--- config.mk ---
export PLATFORM = sky130hd
export DESIGN_NAME = regsteer_top
export DESIGN_NICKNAME = d
export VERILOG_FILES = /design/src/rtl/regsteer_pkg.sv /design/src/rtl/rs_core_walker.sv /design/src/rtl/rs_ind_window.sv /design/src/rtl/rs_irq_unit.sv /design/src/rtl/regsteer_top.sv
export SDC_FILE = /design/constraint.sdc
export NUM_CORES = 1
export LEC_CHECK = 0
export BUFFER_PORTS_ARGS = -buffer_cell sky130_fd_sc_hd__buf_2
export CORE_MARGIN = 3
export CORE_UTILIZATION = 45
export CTS_CLUSTER_SIZE = 25
export DETAILED_ROUTE_END_ITERATION = 10
export HOLD_SLACK_MARGIN = 0.06
export PLACE_DENSITY = 0.75
export RECOVER_POWER = 100
export SYNTH_ARGS = -nofsm -noshare
export SYNTH_HDL_FRONTEND = slang
export SYNTH_HIERARCHICAL = 1
export SYNTH_SLANG_ARGS = --single-unit
--- constraint.sdc ---
create_clock -name clk -period 5.4 [get_ports clk]
set_input_delay 1.08 -clock clk [delete_from_list [all_inputs] [get_ports clk]]
set_output_delay 1.08 -clock clk [all_outputs]
set_load 0.01 [all_outputs]
--- src/rtl/regsteer_pkg.sv ---
package regsteer_pkg;

  typedef enum logic [2:0] {
    RG_CORE  = 3'd0,
    RG_SEL   = 3'd1,
    RG_IADDR = 3'd2,
    RG_IDATA = 3'd3,
    RG_IMASK = 3'd4,
    RG_ISTAT = 3'd5
  } region_e;

  localparam int SEL_W    = 6;
  localparam int CINC_BIT = 4;
  localparam int AINC_BIT = 5;

endpackage

--- src/rtl/rs_core_walker.sv ---
module rs_core_walker #(
  parameter  int NCORE = 4,
  localparam int IW    = (NCORE > 1) ? $clog2(NCORE) : 1
) (
  input  logic             clk,
  input  logic             rst_n,
  input  logic [NCORE-1:0] en_cur,
  input  logic [NCORE-1:0] en_new,
  input  logic             restart,
  input  logic             step,
  output logic [IW-1:0]    cur,
  output logic             any_en,
  output logic             at_last
);

  logic [IW-1:0] cur_q, cur_d;
  logic [IW-1:0] low_new, low_cur, above;
  logic          found;

  function automatic logic [IW-1:0] lowest(input logic [NCORE-1:0] v);
    logic [IW-1:0] r;
    r = '0;
    for (int i = NCORE - 1; i >= 0; i--) begin
      if (v[i]) r = IW'(i);
    end
    return r;
  endfunction

  always_comb begin
    low_new = lowest(en_new);
    low_cur = lowest(en_cur);
    above   = '0;
    found   = 1'b0;
    for (int i = NCORE - 1; i >= 0; i--) begin
      if (en_cur[i] && (i > int'(cur_q))) begin
        above = IW'(i);
        found = 1'b1;
      end
    end
  end

  assign any_en  = |en_cur;
  assign at_last = !found;

  always_comb begin
    cur_d = cur_q;
    if (restart) begin
      cur_d = low_new;
    end else if (step && any_en) begin
      cur_d = found ? above : low_cur;
    end
  end

  always_ff @(posedge clk or negedge rst_n) begin
    if (!rst_n) cur_q <= '0;
    else        cur_q <= cur_d;
  end

  assign cur = cur_q;

  AST_CUR_ON_ENABLED: assert property (@(posedge clk) disable iff (!rst_n)
    any_en |-> en_cur[cur_q]);

endmodule

--- src/rtl/rs_ind_window.sv ---
module rs_ind_window #(
  parameter  int IAW = 24,
  parameter  int DW  = 8,
  localparam int NB  = IAW / DW
) (
  input  logic           clk,
  input  logic           rst_n,
  input  logic [NB-1:0]  byte_we,
  input  logic [DW-1:0]  wdata,
  input  logic           access,
  output logic [IAW-1:0] addr
);

  logic [IAW-1:0] addr_q, addr_d;

  always_comb begin
    addr_d = addr_q;
    if (access) addr_d = addr_q + IAW'(1);
  end

  generate
    for (genvar b = 0; b < NB; b++) begin : g_byte
      logic [DW-1:0] byte_d;
      always_comb begin
        byte_d = byte_we[b] ? wdata : addr_d[b*DW +: DW];
      end
      always_ff @(posedge clk or negedge rst_n) begin
        if (!rst_n) addr_q[b*DW +: DW] <= '0;
        else        addr_q[b*DW +: DW] <= byte_d;
      end
    end
  endgenerate

  assign addr = addr_q;

  AST_IND_STEP: assert property (@(posedge clk) disable iff (!rst_n)
    (access && (byte_we == '0)) |=> (addr_q == $past(addr_q) + IAW'(1)));

endmodule

--- src/rtl/rs_irq_unit.sv ---
module rs_irq_unit #(
  parameter int W = 8
) (
  input  logic         clk,
  input  logic         rst_n,
  input  logic [W-1:0] evt,
  input  logic         mask_we,
  input  logic         clr_we,
  input  logic [W-1:0] wdata,
  output logic [W-1:0] mask,
  output logic [W-1:0] status,
  output logic         irq
);

  logic [W-1:0] mask_q, mask_d;
  logic [W-1:0] sticky_q, sticky_d;

  always_comb begin
    mask_d   = mask_we ? wdata : mask_q;
    sticky_d = sticky_q;
    if (clr_we) sticky_d = sticky_d & ~wdata;
    sticky_d = sticky_d | evt;
  end

  always_ff @(posedge clk or negedge rst_n) begin
    if (!rst_n) begin
      mask_q   <= '0;
      sticky_q <= '0;
    end else begin
      mask_q   <= mask_d;
      sticky_q <= sticky_d;
    end
  end

  assign mask   = mask_q;
  assign status = sticky_q & mask_q;
  assign irq    = |status;

  AST_IRQ_LOW_WHEN_CLEAR: assert property (@(posedge clk) disable iff (!rst_n)
    (sticky_q == '0) |-> !irq);
  AST_IRQ_RAISE: assert property (@(posedge clk) disable iff (!rst_n)
    ((|(evt & mask_q)) && !mask_we) |=> irq);

endmodule

--- src/rtl/regsteer_top.sv ---
module regsteer_top #(
  parameter  int         NCORE      = 4,
  parameter  int         AW         = 8,
  parameter  int         DW         = 8,
  parameter  int         IAW        = 24,
  parameter  int         IRQW       = 8,
  parameter  logic [7:0] SEL_ADDR   = 8'hFF,
  parameter  logic [7:0] SEL_RESET  = 8'h01,
  parameter  logic [7:0] IADDR_BASE = 8'hE8,
  parameter  logic [7:0] IDATA_ADDR = 8'hE0,
  parameter  logic [7:0] MASK_ADDR  = 8'hF1,
  parameter  logic [7:0] STAT_ADDR  = 8'hF2,
  localparam int         NB         = IAW / DW,
  localparam int         IW         = (NCORE > 1) ? $clog2(NCORE) : 1
) (
  input  logic                clk,
  input  logic                rst_n,
  input  logic                host_start,
  input  logic [AW-1:0]       host_addr,
  input  logic                wr_stb,
  input  logic [DW-1:0]       wr_data,
  input  logic                rd_stb,
  output logic [DW-1:0]       rd_data,
  output logic                rd_valid,
  output logic [AW-1:0]       bank_addr,
  output logic [DW-1:0]       bank_wdata,
  output logic [NCORE-1:0]    bank_we,
  input  logic [NCORE*DW-1:0] bank_rdata,
  output logic [IAW-1:0]      ind_addr,
  output logic [DW-1:0]       ind_wdata,
  output logic                ind_wr,
  output logic                ind_rd,
  input  logic [DW-1:0]       ind_rdata,
  input  logic [IRQW-1:0]     irq_evt,
  output logic                irq
);

  import regsteer_pkg::*;

  logic [AW-1:0]    ptr_q, ptr_d;
  logic [SEL_W-1:0] sel_q, sel_d;
  logic             sel_we;
  region_e          region;
  logic [NB-1:0]    iaddr_we;
  logic [IW-1:0]    cur;
  logic             any_en, at_last, walk_wrap;
  logic             cinc, ainc, step_ptr;
  logic [DW-1:0]    rdata_mux, rdata_q, rdata_d;
  logic             rvalid_q;
  logic [IRQW-1:0]  irq_mask, irq_status;
  logic [DW-1:0]    iaddr_byte;

  // sub-address decode
  always_comb begin
    region = RG_CORE;
    if (ptr_q == AW'(SEL_ADDR))                  region = RG_SEL;
    else if (ptr_q == AW'(IDATA_ADDR))           region = RG_IDATA;
    else if (ptr_q == AW'(MASK_ADDR))            region = RG_IMASK;
    else if (ptr_q == AW'(STAT_ADDR))            region = RG_ISTAT;
    else if ((ptr_q >= AW'(IADDR_BASE)) &&
             (ptr_q <  AW'(IADDR_BASE) + AW'(NB))) region = RG_IADDR;
  end

  assign cinc = sel_q[CINC_BIT];
  assign ainc = sel_q[AINC_BIT];

  // select register
  assign sel_we = wr_stb && (region == RG_SEL);
  always_comb begin
    sel_d = sel_we ? wr_data[SEL_W-1:0] : sel_q;
  end

  always_ff @(posedge clk or negedge rst_n) begin
    if (!rst_n) sel_q <= SEL_RESET[SEL_W-1:0];
    else        sel_q <= sel_d;
  end

  rs_core_walker #(.NCORE(NCORE)) u_walker (
    .clk     (clk),
    .rst_n   (rst_n),
    .en_cur  (sel_q[NCORE-1:0]),
    .en_new  (sel_d[NCORE-1:0]),
    .restart (host_start || sel_we),
    .step    (rd_stb && cinc),
    .cur     (cur),
    .any_en  (any_en),
    .at_last (at_last)
  );

  assign walk_wrap = at_last || !any_en;

  // sub-address pointer
  always_comb begin
    step_ptr = (wr_stb && ainc) || (rd_stb && ainc && (!cinc || walk_wrap));
    ptr_d    = ptr_q;
    if (host_start)    ptr_d = host_addr;
    else if (step_ptr) ptr_d = ptr_q + AW'(1);
  end

  always_ff @(posedge clk or negedge rst_n) begin
    if (!rst_n) ptr_q <= '0;
    else        ptr_q <= ptr_d;
  end

  // core bank side: broadcast writes
  assign bank_addr  = ptr_q;
  assign bank_wdata = wr_data;
  assign bank_we    = (wr_stb && (region == RG_CORE)) ? sel_q[NCORE-1:0] : '0;

  // indirect window
  generate
    for (genvar b = 0; b < NB; b++) begin : g_iwe
      assign iaddr_we[b] = wr_stb && (ptr_q == AW'(IADDR_BASE) + AW'(b));
    end
  endgenerate

  rs_ind_window #(.IAW(IAW), .DW(DW)) u_window (
    .clk     (clk),
    .rst_n   (rst_n),
    .byte_we (iaddr_we),
    .wdata   (wr_data),
    .access  ((wr_stb || rd_stb) && (region == RG_IDATA)),
    .addr    (ind_addr)
  );

  assign ind_wdata = wr_data;
  assign ind_wr    = wr_stb && (region == RG_IDATA);
  assign ind_rd    = rd_stb && (region == RG_IDATA);

  // interrupt mask / status
  rs_irq_unit #(.W(IRQW)) u_irq (
    .clk     (clk),
    .rst_n   (rst_n),
    .evt     (irq_evt),
    .mask_we (wr_stb && (region == RG_IMASK)),
    .clr_we  (wr_stb && (region == RG_ISTAT)),
    .wdata   (wr_data[IRQW-1:0]),
    .mask    (irq_mask),
    .status  (irq_status),
    .irq     (irq)
  );

  // read data selection
  always_comb begin
    iaddr_byte = '0;
    for (int b = 0; b < NB; b++) begin
      if (ptr_q == AW'(IADDR_BASE) + AW'(b)) iaddr_byte = ind_addr[b*DW +: DW];
    end
  end

  always_comb begin
    unique case (region)
      RG_SEL:   rdata_mux = DW'(sel_q);
      RG_IADDR: rdata_mux = iaddr_byte;
      RG_IDATA: rdata_mux = ind_rdata;
      RG_IMASK: rdata_mux = DW'(irq_mask);
      RG_ISTAT: rdata_mux = DW'(irq_status);
      default:  rdata_mux = any_en ? bank_rdata[cur*DW +: DW] : '0;
    endcase
  end

  always_comb begin
    rdata_d = rd_stb ? rdata_mux : rdata_q;
  end

  always_ff @(posedge clk or negedge rst_n) begin
    if (!rst_n) begin
      rdata_q  <= '0;
      rvalid_q <= 1'b0;
    end else begin
      rdata_q  <= rdata_d;
      rvalid_q <= rd_stb;
    end
  end

  assign rd_data  = rdata_q;
  assign rd_valid = rvalid_q;

  AST_RD_VALID_NEXT: assert property (@(posedge clk) disable iff (!rst_n)
    rd_stb |=> rd_valid);
  AST_RD_VALID_ONLY: assert property (@(posedge clk) disable iff (!rst_n)
    !rd_stb |=> !rd_valid);
  AST_BANK_WE_NOT_LOCAL: assert property (@(posedge clk) disable iff (!rst_n)
    (|bank_we) |-> (!ind_wr && !sel_we));
  AST_PTR_HOLD_MIDWALK: assert property (@(posedge clk) disable iff (!rst_n)
    (rd_stb && cinc && any_en && !at_last && !host_start) |=> $stable(ptr_q));

endmodule

After elaboration in Yosys (flattened, before gate mapping):

Cells that the tools add are included.

* word-level logic and storage cells: 106
* output and inout bits: 64
* bits in registers: 65
* bits of input ports: 69

* equality and inequality tests: 12
* shift-type cells: 1
* $add $sub $neg: 2
* multiplexer cells: 36
* reductions and logical operators: 35
* bitwise operators: 4
* magnitude comparators: 5

Operators by type and width (number)
* 2-to-1 mux 8 bit: 10
* == test 8 bit, second input constant: 7
* one-hot mux 8 bit (5 select lines): 1
* indexed part select 32 x 6 -> 8 bit: 1
* 2-to-1 mux 2 bit: 15
* adder 24 x 1 -> 24 bit, second input constant: 1
* 2-to-1 mux 24 bit: 1
* logical AND 1 bit: 19
* AND 8 bit: 2
* 2-to-1 mux 3 bit: 4
* nonzero test 2 bit: 5
* adder 8 x 1 -> 8 bit, second input constant: 1
* >= comparator 8 bit, second input constant: 1
* less-than comparator 8 bit, second input constant: 1
* 2-to-1 mux 4 bit: 2
* inverter 8 bit: 1
* bitwise OR 8 bit: 1
* OR reduction 8 bit: 1
* == test 3 x 2 -> 1 bit, second input constant: 2
* == test 3 bit, second input constant: 2
* logical OR 1 bit: 5
* > comparator 2 bit, first input constant: 2
* OR reduction 4 bit: 1
* == test 3 x 1 -> 1 bit, second input constant: 1
* 4 further kinds: 8

Depth between registers and ports, before layout:

Gate-level depths: netlist (run 1).

* depth after elaboration: 15
* depth in mapped cells: 11
* mapped depth without buffers: 9

Modules after synthesis:

The synthesis (run 1) kept the hierarchy.

By module, submodules not included
* regsteer_top: area an instance 2003.2 µm², cells an instance 225, sequential area each 576.8 µm², instances 1
* rs_ind_window: area an instance 1395.1 µm², cells an instance 160, sequential area each 600.6 µm², instances 1
* rs_irq_unit: area an instance 663.1 µm², cells an instance 53, sequential area each 400.4 µm², instances 1
* rs_core_walker: area an instance 224.0 µm², cells an instance 30, sequential area each 50.0 µm², instances 1

Least setup slack after synthesis (run 1):

OpenSTA, ideal clock, no wires.

* path type: register to output
* start: reg ptr_q[0] (netlist: bank_addr[0])
* end: out bank_we[0]
* slack: 2.393 ns
* arrival: 1.927 ns
* cell stages (with the launch flop): 8
* data required time: 4.320 ns
* path through: dfrtp_1 -> inv_1 -> ha_1 -> buf_2 -> or2_2 -> a2111oi_4 -> buf_6 -> and3_1

* longest elaborated chain between the ends: 10
* elaborated cells between the ends (all ways): 15
* classes of those cells: order compare (2); eq/ne (4); mux (6); reduce/logical (3)

Ends and longest elaborated chain
* start, declared: RTL line regsteer_top.sv:40 `logic [AW-1:0] ptr_q, ptr_d;`
* start signal, assigned: RTL line regsteer_top.sv:102 `else ptr_q <= ptr_d;`
* >= comparator 8 bit / less-than comparator 8 bit (equally long branches): RTL line regsteer_top.sv:60, regsteer_top.sv:61
* logical AND 1 bit: RTL line regsteer_top.sv:60 `else if ((ptr_q >= AW'(IADDR_BASE)) &&`
* 2-to-1 mux 2 bit: RTL line regsteer_top.sv:60
* 2-to-1 mux 3 bit: RTL line regsteer_top.sv:59 `else if (ptr_q == AW'(STAT_ADDR)) region = RG_ISTAT;`
* 2-to-1 mux 3 bit: RTL line regsteer_top.sv:58 `else if (ptr_q == AW'(MASK_ADDR)) region = RG_IMASK;`
* 2-to-1 mux 3 bit: RTL line regsteer_top.sv:57 `else if (ptr_q == AW'(IDATA_ADDR)) region = RG_IDATA;`
* 2-to-1 mux 3 bit *: RTL line regsteer_top.sv:56 `if (ptr_q == AW'(SEL_ADDR)) region = RG_SEL;`
* logical NOT 3 bit *: RTL line regsteer_top.sv:108 `assign bank_we = (wr_stb && (region == RG_CORE)) ? sel_q[NCORE-1:0] : '0;`
* logical AND 1 bit *: RTL line regsteer_top.sv:108
* 2-to-1 mux 4 bit *: RTL line regsteer_top.sv:108
* end, declared: RTL line regsteer_top.sv:27 `output logic [NCORE-1:0] bank_we,`

Mark *: on every way between the ends. The rest lies on a longest branch, timed or not.

Worst setup path in the final report (run 1):

* start: reg ptr_q[1] (netlist: bank_addr[1])
* end: out bank_we[0]

The elaborated chain is that of the path after synthesis.

==> summary.txt, run 1 <==
Global route
  • Number of global-route vias before repair: 3722
  • First-pass GRT wire length: 19.7 mm
  • Gr ovfl total: 0
  • Gr usage total: 0.226
  • Largest net degree at the start of global routing: between 60 and 70
  • Antenna violations before repair: 0

STA
  • Final setup fails: 0
  • Fin crit share: 0.727
  • Clock Skews: around 8.2 ps
  • Worst-Margin Slew: 918 ps
  • Fin worst setup slack: 1470 ps
  • Unrepaired setup endpoints after global routing: no
  • Relative slew slack: 0.383
  • Final Max Slew Viols: 0
  • Setup TNS Final: 0 ps
  • Final Hold Fails: 0
  • Fin crit period: 3930 ps
  • Fmax: 0.255 GHz
  • Worst hold slack: 483 ps

Yosys
  • Post-synth top area cell: dfrtp_1
  • Synth Flop Type: dfrtp_1
  • Count leader, synth: dfrtp_1
  • Number of synthesized flops with an enable pin: 0
  • Largest cells by area after synthesis: dfrtp_1 37%, nand2_1 5.4%, mux2_2 4.5%
  • Yosys warnings: 6
  • FF+latch count, synth: 65
  • Share of async-settable or async-resettable flops after synthesis: 1.00
  • Post-synthesis net count: 542
  • Post-Syn Area per Cell: 9.16 µm²
  • Synthesized area: 4290 µm²
  • Synth top cells by count: 64 x dfrtp_1, 62 x nand2_1, 30 x nor2_1
  • Post-synth cell types: 63
  • Post-synthesis sequential area ratio: 0.380
  • Mapped Cells: 468
  • Synth top area share: 0.374

Power
  • Power Density: 271 nW/µm²
  • Total leakage power: slightly above 2 nW
  • Clock network power share: 0.379
  • Comb pwr share: 0.182
  • Reg power frac: 0.439
  • VDD IR max: 0.000142 V
  • Net Sw Frac: 0.295
  • Sw Pwr: 0.000400 W
  • Cell-internal power: 0.000955 W

Place
  • DP Wirelength: 9.38 mm
  • Routability congestion estimate from global placement: 0.898
  • Port bufs: 132
  • Cell count after placement: 684
  • Setup slack at placement: 1940 ps

Setup path
  • Slowest Stage Delay on Critical Path: about 670 ps
  • Crit path max-delay cell type: a2111oi_4
  • Worst-path cell chain: inv_1, ha_1, or2_2, a2111oi_4, and3_1, clkbuf_1
  • WP buf/inv: 2
  • Worst Path Arrival: ~2900 ps
  • Critical Path RT: between 4000 and 5000 ps
  • Crit-path leading delay family: compound AO/OA/AOI/OAI gates
  • CP Capture Type: primary output
  • Setup CP Type: flip-flop to primary output
  • Setup crit start kind: flip-flop
  • CP Max Fanout: 22

Routing
  • Drc violations: 0
  • First-pass DRT Iterations: 7
  • Antenna-violating nets left: 0
  • Initial DRC Count: 292
  • DR vias: between 4000 and 5000
  • Post-Route WL: 12.6 mm
  • DR vias/cell: 5.81
  • WL/cell: 18.0 µm

Clocking
  • H-tree lvl count: 3
  • CTS Buffer Depth: 2
  • Num CTS Buffers: 9
  • Hold buffers post-CTS: 0
  • Clock sinks: 65
  • Post-CTS setup buffers: 0
  • CTS resizes: 0
  • Worst-path clk slew: approximately 80 ps
  • CTS tree: yes
  • Latest clock arrival within the worst-skew pair: 340 ps
  • Clock root buffer: clkbuf_8

Die
  • I/O Pins: 133
  • Die height: 104 µm
  • CORE AREA: approximately 9000 µm²
  • Row Count: 34
  • Initial Utilization: 0.477
  • Die ar.: about 11000 µm²
  • Die width: 104 µm

Layout
  • P&R area growth vs syn: 16.5%
  • ANT cells: 0
  • Layout net count: 643
  • Final Non-Filler Cells: 700
  • Layout cell share with drive strength beyond 1: 0.202

Outcome
  • Status: finished, final reports clean

Min path
  • HP Class: flip-flop to flip-flop

Job
  • Max_cap viols: 0
metrics by stage:
step	utilization	power, W	area [µm²]
floorplan	-	0.000745	4290
global placement	0.542	0.000854	4870
detailed placement	0.542	0.000863	4870
CTS	0.569	0.00138	5110
global route	0.556	0.00141	4990
finish	0.556	0.00136	4990
worst register-to-register path: stages, from the launching register on:
cell	delay (ps)
dfrtp_1	480
inv_1	130
ha_1	230
and4b_1	460
and2_0	200
or2_0	420
nand4_1	370
nor3_1	810
a31o_2	280
a31oi_1	70
layout make-up:
class                           count  area [µm²]
Multi-Input combinational cell    344        2310
Inverter                           16        60.1
Clock inverter                      5         103
Clock buffer                       11         141
Tap cell                          126         158
Sequential cell                    65        1630
Fill cell                         864        3980
Timing Repair Buffer              133         588
per-layer routing:
metal  GRT usage  up-vias  wire length (µm)
li1            -     1869                 -
met1       0.303     1953              5240
met2       0.371      214              6060
met3      0.0466       29              1020
met4      0.0674        0               291
met5           0        -                 0
worst paths after layout:
path	cells after the start	startpoint	end	slack (ps)
max in group asynchronous	2	rst_n	bank_addr[6]	3960
min in group asynchronous	2	rst_n	u_window/addr[10]	920
max reg2reg	9	bank_addr[0]	u_window/addr[19]	1840
min	1	u_irq/sticky_q[0]	u_irq/sticky_q[0]	480
max	6	bank_addr[1]	bank_we[0]	1470
min reg2reg	1	u_irq/sticky_q[0]	u_irq/sticky_q[0]	480
flip-flops by register name (all words and copies together), names as in the netlist:
signal and flops:
u_irq/sticky_q 8, u_walker/cur 2, rd_valid 1, sel_q 6, u_window/addr 24, rd_data 8, u_irq/mask 8, bank_addr 8
cell families after synthesis:
family	Yosys count	synth area share
AO/OA/AOI/OAI	97	0.162
multiplexers	27	0.0914
adder cells (fa/ha/maj)	5	0.0146
flip-flops	65	0.380
XOR/XNOR	20	0.0409
buffers and inverters	59	0.0712
AND/OR/NAND/NOR	195	0.240
power by group through the flow:
| stage | combinational, W | sequential [W] | clock [W] |
|---|---|---|---|
| final | 0.000247 | 0.000594 | 0.000514 |
| after global routing | 0.000270 | 0.000602 | 0.000542 |
| after CTS | 0.000260 | 0.000595 | 0.000521 |
| after detailed placement | 0.000259 | 0.000604 | 0 |
| after global placement | 0.000252 | 0.000602 | 0 |
| after floorplan | 0.000146 | 0.000599 | 0 |
cells in the final DEF (no fill, tap or decap), types with 2 or more instances in the layout:
cell       Yosys  routed
buf_2          4      68
clkbuf_1      15      65
dfrtp_1       64      64
nand2_1       62      62
nor2_1        30      31
o21ai_0       23      27
nand3_1       21      21
inv_1         16      16
a31oi_1       13      14
xnor2_1       14      14
nand4_1       12      13
and3_1        13      13
mux2_2        17      13
and2_1        13      12
a22oi_1       12      12
a22o_1        10      10
clkbuf_8       0      10
mux4_2         8       8
a21oi_1        7       7
a21o_1         7       7
nor3_1         6       7
xor2_1         6       6
nor4_1         6       6
ha_1           5       5
nor2b_1        4       4
mux2_1         0       4
nand2b_1       4       4
bufinv_16      0       3
or4_1          3       3
or3_1          2       3
or2_2          2       2
and4_1         2       2
nand3b_1       2       2
o221ai_1       2       2
mux2i_1        2       2
a211o_1        2       2
a311o_1        2       2
o31a_1         2       2
(Power assumes the default switching activity.)
==> inputs of run 2 (changes only) <==
Settings changed: ABC_AREA set to 1, PLACE_DENSITY 0.75 to 0.76.
Clock period 5.4 ns to 3.43 ns, I/O delays scaled along.
==> run 2 against run 1 <==
Compared with the run above:
- the run now ends with capacitance limit, slew limit left
- via count increased by 25%
- sequential share of layout area decreased by 3.7 points
- register-to-register slack got worse by 1300 ps
==> summary.txt, run 2 <==
Clocking
  • H-tree lvl count: 3 (unchanged)
  • Latest clock arrival within the worst-skew pair: 360 ps (+20 ps)
  • CTS tree: yes
  • CTS Buffer Depth: 2 (unchanged)
  • Num CTS Buffers: 9 (unchanged)
  • Clock root buffer: clkbuf_8
  • Clock sinks: 65 (unchanged)
  • Worst-path clk slew: 70 ps (about the same)
  • CTS resizes: 0 (unchanged)
  • Hold buffers post-CTS: 0 (unchanged)
  • Post-CTS setup buffers: 0 (unchanged)

Setup path
  • Setup crit start kind: flip-flop
  • Crit-path leading delay family: simple AND/OR/NAND/NOR gates
  • CP Max Fanout: 9 (-59%)
  • WP buf/inv: 3 (+1)
  • Crit path max-delay cell type: nor3_2
  • Worst r2r src: bank_addr[0]
  • Worst setup path startpoint: bank_addr[1]
  • Slowest Stage Delay on Critical Path: 520 ps (-150 ps)
  • Worst Path Arrival: 2380 ps (-470 ps)
  • Critical Path RT: 2740 ps (-1580 ps)
  • Worst-path cell chain: inv_1, ha_1, inv_1, nor3_2, nor2_1, nand2_1, nor2_4, nand2_1, nor2_1, clkbuf_1
  • Setup CP Type: flip-flop to primary output
  • CP Capture Type: primary output

Die
  • I/O Pins: 133 (unchanged)
  • Die ar.: 12100 µm² (+13%)
  • Row Count: 37 (+8.8%)
  • Initial Utilization: 0.467 (-0.0100)
  • Die width: 110 µm (+6.2%)
  • CORE AREA: 10400 µm² (+16%)
  • Die height: 110 µm (+6.2%)

Yosys
  • Compound-gate portion of the synthesized area: 0.122 (-0.0399)
  • Mux contribution to synthesized area: 0.00463 (-0.0868)
  • Mapped Cells: 731 (+56%)
  • Yosys warnings: 6 (unchanged)
  • Simple-Gate Fraction of Synth Area: 0.410 (+0.169)
  • Number of synthesized flops with an enable pin: 0 (unchanged)
  • Post-synthesis net count: 805 (+49%)
  • Post-synth top area cell: dfrtp_1
  • Synth top area share: 0.329 (-0.0448)
  • Post-synthesis sequential area ratio: 0.334 (-0.0455)
  • Post-synth cell types: 46 (-27%)
  • Post-Syn Area per Cell: 6.66 µm² (-27%)
  • Synthesized area: 4870 µm² (+14%)
  • Largest cells by area after synthesis: dfrtp_1 33%, nand2_1 18%, nor2_1 6.4%
  • Synth Area in XOR/XNOR: 0.0126 (-0.0283)
  • FF+latch count, synth: 65 (unchanged)
  • Main combinational cell family by area after synthesis: simple AND/OR/NAND/NOR gates
  • Count leader, synth: nand2_1
  • Synth Flop Type: dfrtp_1
  • Synth top cells by count: 234 x nand2_1, 83 x nor2_1, 76 x inv_1
  • Post-Synth Adder-Cell Area: 0.0129 (-0.00175)
  • Share of async-settable or async-resettable flops after synthesis: 1.00 (unchanged)

Layout
  • Layout net count: 922 (+43%)
  • Commonest non-fill, non-tap cell in the layout: nand2_1
  • P&R area growth vs syn: 15.8%
  • Final Util: 0.541 (-0.0148)
  • FILL cells: 1113 (+29%)
  • Max reg flops: 24 (unchanged)
  • Layout cell share with drive strength beyond 1: 0.150 (-0.0520)
  • ANT cells: 0 (unchanged)
  • Most frequent cells in the layout: 235 x nand2_1, 86 x nor2_1, 76 x inv_1

Global route
  • Antenna violations before repair: 0 (unchanged)
  • Gr ovfl total: 0 (unchanged)
  • Largest net degree at the start of global routing: 37 (-44%)
  • Number of global-route vias before repair: 4568 (+23%)
  • First-pass GRT wire length: 22.4 mm (+14%)
  • Gr usage total: 0.237 (+0.0110)

Power
  • Overall power: 0.00310 W (+130%)
  • Power Density: 551 nW/µm² (+100%)
  • VDD IR max: 0.000346 V (+140%)
  • Total leakage power: 2.72 nW (+34%)
  • Comb pwr share: 0.352 (+0.170)
  • Sw Pwr: 0.00137 W (+240%)
  • Clock network power share: 0.218 (-0.161)
  • Reg power frac: 0.430 (-0.009)
  • Net Sw Frac: 0.442 (+0.147)
  • Cell-internal power: 0.00173 W (+81%)

Place
  • DP Wirelength: 10.9 mm (+16%)
  • Routability congestion estimate from global placement: 0.873 (-2.9%)
  • Port bufs: 132 (unchanged)

STA
  • Worst-Margin Slew: 1620 ps (+701 ps)
  • Setup TNS Final: 0 ps (unchanged)
  • Clock Skews: 10.7 ps (+2.58 ps)
  • Final setup fails: 0 (unchanged)
  • Fmax: 0.326 GHz
  • Final Hold Fails: 0 (unchanged)
  • Relative slew slack: -0.0796 (-0.463)
  • Fin crit share: 0.894
  • Final Max Slew Viols: 31 (+31)
  • Fin crit period: roughly 3100 ps
  • Unrepaired setup endpoints after global routing: no

Routing
  • Drc violations: 0 (unchanged)
  • Post-Route WL: 14.2 mm (+12%)
  • Initial DRC Count: 389 (+33%)
  • DR vias/cell: 5.15 (-11%)
  • WL/cell: 14.3 µm (-20%)
  • First-pass DRT Iterations: 5 (-2)
  • DR vias: 5098 (+25%)
  • Antenna-violating nets left: 0 (unchanged)

Job
  • Max_cap viols: 1 (+1)

Min path
  • Hold path start: u_irq/sticky_q[2]
  • HP Class: flip-flop to flip-flop

Outcome
  • Failing checks: capacitance limit, slew limit
  • Status: complete, but fails checks
## run 2: changes by cell type in the layout (fill, tap and decap cells not counted), sizes merged, moves of 11 or more
cell / delta
nand2: +184
inv: +69
a31oi: -11
a21oi: +22
and2: -13
nor2: +72
mux2: -15
nand3: +31
and3: -13
xnor2: -12
## run 2: through the flow
step	hold slack [ps]	cells	worst slack [ps]	area, µm²
floorplan	390	731	1060	4870
global route	490	989	153	5640
global placement	467	973	827	5570
detailed placement	478	973	743	5570
finish	495	989	365	5640
CTS	389	989	352	5770
## run 2: metal layers
layer	vias up	wire length [µm]	track usage
met5	-	0	0
li1	2570	-	-
met1	2315	6090	0.314
met4	0	303	0.0846
met2	190	6590	0.382
met3	23	1210	0.0536
## run 2: path summary, 6_finish.rpt
kind	slack (ps)	to	cells past startpoint
worst max-delay path	370	bank_we[0]	10
worst min-delay path	500	u_irq/sticky_q[2]	1
worst max register to register	550	u_window/addr[14]	13
worst min register to register	500	u_irq/sticky_q[2]	1
max in group asynchronous	1040	u_window/addr[5]	2
min in group asynchronous	720	rd_data[7]	1
## run 2: power groups by stage
stage | Combinational [W] | Clock (W) | Sequential [W]
2_1_floorplan | 0.000756 | 0 | 0.00129
3_3_place_gp | 0.00114 | 0 | 0.00134
3_5_place_dp | 0.00115 | 0 | 0.00134
4_1_cts | 0.00116 | 0.000698 | 0.00133
5_1_grt | 0.00125 | 0.000731 | 0.00138
6_report | 0.00109 | 0.000678 | 0.00133
## run 2: kinds of logic (layout without fill, tap and decap cells)
kind of cell,count (synthesis),after routing
AOI/OAI and AO/OA,97,97
xor gates and xnor gates,7,7
adders and majority gates,5,5
buffers and inverters,115,237
DFF,65,65
muxes,2,2
and+or+nand+nor,440,440
## run 2: area by class of cell
cell class | count | area (µm²) | area share
multi-input cells | 551 | 2720 | 0.482
flip-flops and latches | 65 | 1630 | 0.289
repair buffers | 138 | 609 | 0.108
inverters | 83 | 312 | 0.0552
well taps | 136 | 170 | 0.0302
clock buffers | 9 | 124 | 0.0220
clock inverters | 7 | 77.6 | 0.0138
